File: src/rtl/vcsel_pkg.sv
package vcsel_pkg;
  // width of an index able to hold the values 0..n
  function automatic int unsigned span_bits(input int unsigned n);
    return (n < 1) ? 1 : $clog2(n + 1);
  endfunction

  // width of an index able to hold the values 0..n-1
  function automatic int unsigned idx_bits(input int unsigned n);
    return (n < 2) ? 1 : $clog2(n);
  endfunction
endpackage

File: src/rtl/vcsel_dim_offset.sv
module vcsel_dim_offset #(
  parameter int unsigned K  = 4,
  parameter int unsigned CW = 2
) (
  input  logic [CW-1:0] cur,
  input  logic [CW-1:0] dst,
  output logic [CW-1:0] ofs,
  output logic          at_edge
);
  localparam logic [CW:0] RADIX = (CW+1)'(K);
  localparam logic [CW-1:0] EDGE = CW'(K - 1);

  logic [CW:0] wide;

  always_comb begin
    if (dst >= cur) wide = {1'b0, dst} - {1'b0, cur};
    else            wide = RADIX + {1'b0, dst} - {1'b0, cur};
    ofs     = wide[CW-1:0];
    at_edge = (cur == EDGE);
  end
endmodule

File: src/rtl/vcsel_level_calc.sv
module vcsel_level_calc #(
  parameter int unsigned N  = 3,
  parameter int unsigned LW = 2
) (
  input  logic          wrap,
  input  logic          fresh,
  input  logic [LW-1:0] arr_level,
  output logic [LW-1:0] nxt,
  output logic          err
);
  localparam logic [LW-1:0] TOP = LW'(N);

  logic [LW-1:0] eff;

  always_comb begin
    eff = fresh ? '0 : arr_level;
    if (eff > TOP) begin
      err = 1'b1;
      nxt = eff;
    end else if (wrap && (eff == TOP)) begin
      err = 1'b1;
      nxt = eff;
    end else begin
      err = 1'b0;
      nxt = eff + LW'(wrap);
    end
  end

  always_comb begin
    if (!err) assert (nxt <= TOP) else $error("AST_LEVEL_BOUND");
  end
endmodule

File: src/rtl/vc_wrap_level_sel.sv
module vc_wrap_level_sel
  import vcsel_pkg::*;
#(
  parameter int unsigned K  = 4,
  parameter int unsigned N  = 3,
  parameter int unsigned CW = idx_bits(K),
  parameter int unsigned LW = span_bits(N),
  parameter int unsigned DW = span_bits(N)
) (
  input  logic            clk,
  input  logic            rst,
  input  logic            req_valid,
  input  logic            fresh,
  input  logic [LW-1:0]   arr_level,
  input  logic [DW-1:0]   hop_dim,
  input  logic [N*CW-1:0] here,
  input  logic [N*CW-1:0] dest,
  output logic            res_valid,
  output logic [LW-1:0]   next_level,
  output logic            wrap_hop,
  output logic            lvl_err,
  output logic            bad_dim,
  output logic            arrived,
  output logic [CW-1:0]   hop_dist
);
  localparam logic [DW-1:0] DIMS = DW'(N);

  logic [CW-1:0] ofs  [N];
  logic [N-1:0]  edge_v;
  logic [N-1:0]  zero_v;

  for (genvar d = 0; d < N; d++) begin : g_dim
    vcsel_dim_offset #(.K(K), .CW(CW)) u_ofs (
      .cur    (here[d*CW +: CW]),
      .dst    (dest[d*CW +: CW]),
      .ofs    (ofs[d]),
      .at_edge(edge_v[d])
    );
    assign zero_v[d] = (ofs[d] == '0);
  end

  logic          c_bad;
  logic          c_wrap;
  logic [CW-1:0] c_dist;

  always_comb begin
    c_bad  = (hop_dim >= DIMS);
    c_wrap = 1'b0;
    c_dist = '0;
    for (int d = 0; d < N; d++) begin
      if (hop_dim == DW'(d)) begin
        c_wrap = edge_v[d];
        c_dist = ofs[d];
      end
    end
  end

  logic [LW-1:0] c_lvl;
  logic          c_err;

  vcsel_level_calc #(.N(N), .LW(LW)) u_lvl (
    .wrap     (c_wrap),
    .fresh    (fresh),
    .arr_level(arr_level),
    .nxt      (c_lvl),
    .err      (c_err)
  );

  always_ff @(posedge clk) begin
    if (rst) begin
      res_valid  <= 1'b0;
      next_level <= '0;
      wrap_hop   <= 1'b0;
      lvl_err    <= 1'b0;
      bad_dim    <= 1'b0;
      arrived    <= 1'b0;
      hop_dist   <= '0;
    end else begin
      res_valid <= req_valid;
      if (req_valid) begin
        next_level <= c_lvl;
        wrap_hop   <= c_wrap;
        lvl_err    <= c_err;
        bad_dim    <= c_bad;
        arrived    <= &zero_v;
        hop_dist   <= c_dist;
      end
    end
  end

  AST_VALID_LAT: assert property (@(posedge clk) disable iff (rst)
    req_valid |=> res_valid);
  AST_HOLD_IDLE: assert property (@(posedge clk) disable iff (rst)
    !req_valid |=> $stable(next_level) && $stable(hop_dist));
  AST_BAD_NO_WRAP: assert property (@(posedge clk) disable iff (rst)
    res_valid && bad_dim |-> !wrap_hop && hop_dist == '0);
  AST_WRAP_RAISES: assert property (@(posedge clk) disable iff (rst)
    res_valid && wrap_hop && !lvl_err |-> next_level != '0);
  AST_ARRIVED_DIST: assert property (@(posedge clk) disable iff (rst)
    res_valid && arrived && !bad_dim |-> hop_dist == '0);
endmodule

File: config.mk
export PLATFORM = sky130hd
export DESIGN_NAME = vc_wrap_level_sel
export DESIGN_NICKNAME = d
export VERILOG_FILES = /design/src/rtl/vcsel_pkg.sv /design/src/rtl/vcsel_dim_offset.sv /design/src/rtl/vcsel_level_calc.sv /design/src/rtl/vc_wrap_level_sel.sv
export SDC_FILE = /design/constraint.sdc
export NUM_CORES = 1
export LEC_CHECK = 0
export BUFFER_PORTS_ARGS = -buffer_cell sky130_fd_sc_hd__buf_2
export CAP_MARGIN = 20
export CORE_AREA = 3 3 41 43
export CTS_BUF_LIST = sky130_fd_sc_hd__clkbuf_4 sky130_fd_sc_hd__clkbuf_8 sky130_fd_sc_hd__clkbuf_16
export DETAILED_ROUTE_END_ITERATION = 10
export DIE_AREA = 0 0 44 46
export MAX_ROUTING_LAYER = met4
export PLACE_DENSITY_LB_ADDON = 0.3
export SYNTH_ARGS = -nofsm -noshare
export SYNTH_HDL_FRONTEND = slang
export SYNTH_SLANG_ARGS = --single-unit
File: constraint.sdc
create_clock -name clk -period 3.3 [get_ports clk]
set_input_delay 0.66 -clock clk [delete_from_list [all_inputs] [get_ports clk]]
set_output_delay 0.66 -clock clk [all_outputs]
set_load 0.005 [all_outputs]
==> impl_results.md <==
* Grt ovf at 0
* Chip width at ~44 um
* Worst hold slack at roughly 0.46 ns
* CP Cell Sequence: buf_2 -> and4b_1 -> nor3_1 -> inv_1 -> ha_1 -> or3b_1 -> nand4_1
* Drt drc at 0
* RSZ-0062 raised after global routing: no
* FMAX at about 500 MHz
* # resized after CTS at 0
* Number of synthesized register bits at 9
* Largest stage delay on the critical path at 0.39 ns
* CP Buf/Inv Count at 2
* Post-Layout Cell Count at 110
* Synth top area share at around 30%
* Peak VDD IR at around 0.28 mV
* Max transition margin at between 70% and 80%
* Int Pwr at between 150 and 200 uW
* Die Area at ~2000 um2
* Global-route wire length before repair at roughly 2300 um
* Tot GR Track Use at ~17%
* EDFF count, synth at 0
* Clock share of power at 32.1%
* Switch Pwr at 78.1 uW
* Vias per cell at approximately 5.5
* Setup CP Type: in -> reg
* CP Depth at 7
* LEAKAGE at 0.418 nW
* I/O pin total at 29
* Clock transition at path regs at ~0.060 ns
* Avg Cell Area, Syn at 9.19 um2
* Hpwl dp at 1130 um
* Gate power share at ~25%
* Cell variety after synth at 31
* Synthesized area at 607 um2
* Diodes inserted at 0
* Nets@finish at 120
* Post-route ant nets at 0
* Period minus WS final at ~2.0 ns
* TritonCTS clock tree: built
* Delay-heaviest family, CP: simple AND/OR/NAND/NOR gates
* Warnings from Yosys at 0
* CTS Root Cell: clkbuf_4
* Hold WC Path Type: reg -> reg
* Post-Syn Instances at between 60 and 70
* Sw Ratio at approximately 28%
* Layout area overhead at 28.7%
* H-tree levels at 1
* Total CTS buffers at 3
* CP max stage cell: nor3_1
* Outcome: completed
* Seq/Total Area, Yosys at between 20 and 30%
* CP max FO at 9
* CTS Buffer Depth at 2
* Cell accounting for the most synthesized area: dfxtp_1
* Fin crit share at between 60 and 70%
* Initial antenna violation count at 0
* Port-buffer cells at 28
* Setup crit start kind: primary input
* DRT Wirelength at approximately 1400 um
* Prevailing post-synth register cell: dfxtp_1
* Initial Util at 45.5%
* Via count at 607
* Hold path depth at 2
* Clk sinks at 9
* Max-cap violations at 0
* Setup TNS at 0 ns
* Slew Viols, Final at 0
* Clock latency on the worst-skew pair at about 0.27 ns
* Layout cell share with drive strength beyond 1 at 34.7%
* Core Region at between 1000 and 1500 um2
* Post-synth ARST share at 0%
* Setup WS pre-CTS at around 1.1 ns
* Clock skew at 0 ns
* CTS hold repair buffers at 0
* Vias in the first global route at roughly 580
* Top-count cell post-synth: dfxtp_1
* Final hold violation count at 0
* Num rows at 13
* Critical Path RT at approximately 3.5 ns
* Arrival time worst endpoint at ~2.2 ns
* Seq pwr share at a little over two fifths
* Pwr Total at 274 uW
* Final worst slack at roughly 1.3 ns
* Flop2flop setup slack at 2.31 ns
* Synth top area cells: dfxtp_1, ha_1, xor3_1
* Die extent in y at 46 um
* First-pass DRT Iterations at 4
* Wire length per cell at 13.1 um
* FILL cells at around 130
* Pin count of the biggest net entering global routing at 16
* Final setup vio count at 0
* R2R depth at 3
* Post-CTS Setup Bufs at 0
* Worst-Margin Slew at between 0.4 and 0.5 ns
* Synth cell count leaders: dfxtp_1, inv_1, nor2_1, ha_1, nand3_1
* CP endpoint kind: register
* GP Congestion at between 0.7 and 0.8
* DRT iter0 DRCs at 15
* Power density cells at about 350 nW/um2
* Dpl cells at between 100 and 150
* Syn Nets at 90
## through the flow
stage | area [um2] | util, %
2_1_floorplan | 607 | -
3_3_place_gp | 753 | 56.5
3_5_place_dp | 753 | 56.5
4_1_cts | 781 | 58.5
5_1_grt | 781 | 58.5
6_report | 781 | 58.5
## kinds of logic (layout without fill, tap and decap cells)
group	count (synthesis)	in the layout	synth area share, %
AND/OR/NAND/NOR	25	25	24.5
AO/OA/AOI/OAI	14	14	16.9
flip-flops	9	9	29.7
buffers and inverters	9	38	5.77
adder cells (fa/ha/maj)	4	4	8.25
XOR/XNOR	3	3	11.5
multiplexers	2	2	3.30
## flip-flops by register name, indices dropped and copies added, names as in the netlist
signal      count
hop_dist        2
next_level      2
arrived         1
bad_dim         1
lvl_err         1
res_valid       1
wrap_hop        1
## cells in the final DEF, fill, tap and decap left out, types with 2 or more instances in the layout
master / count
nor2b_1: 3
nand2b_1: 3
a211oi_1: 2
nand2_1: 2
xor3_1: 2
clkbuf_4: 3
nor2_1: 5
inv_1: 6
o22ai_1: 2
o21ai_1: 2
ha_1: 4
buf_2: 28
dfxtp_1: 9
mux2i_1: 2
nand3_1: 4
and4b_1: 2
## final cells by class
cell class	count	area [um2]	share of cell area (%)
tap	15	18.8	2.40
sequential	9	180	23.1
clock buffer	3	22.5	2.88
clock inverter	1	5.00	0.641
inverter	6	22.5	2.88
multi-input combinational	48	392	50.2
timing repair buffer	28	140	17.9
## path summary, 6_finish.rpt
check	startpoint	end
min reg2reg	lvl_err$_SDFFE_PP0P_	lvl_err$_SDFFE_PP0P_
max	hop_dim[0]	next_level[1]$_SDFFE_PP0P_
max reg2reg	next_level[1]$_SDFFE_PP0P_	next_level[1]$_SDFFE_PP0P_
min	lvl_err$_SDFFE_PP0P_	lvl_err$_SDFFE_PP0P_
## layer usage
metal,up-vias,track usage [%],share of wire (%)
li1,299,-,-
met1,285,16.4,40
met2,21,27.3,50
met3,2,8.30,8.8
met4,0,7.23,0.90
met5,-,-,0
## worst min-delay path, cell delays in order, from the launching register on
cell     delay (ns)
dfxtp_1        0.31
nand2_1        0.05
o21ai_1        0.05
## power groups by stage
stage	logic, mW	registers, mW	clock network [mW]
detailed placement	0.0673	0.121	0
CTS	0.0679	0.118	0.0911
global placement	0.0661	0.120	0
finish	0.0678	0.118	0.0880
global route	0.0756	0.119	0.0934
floorplan	0.0397	0.121	0
Power figures use the tool's default switching activity.
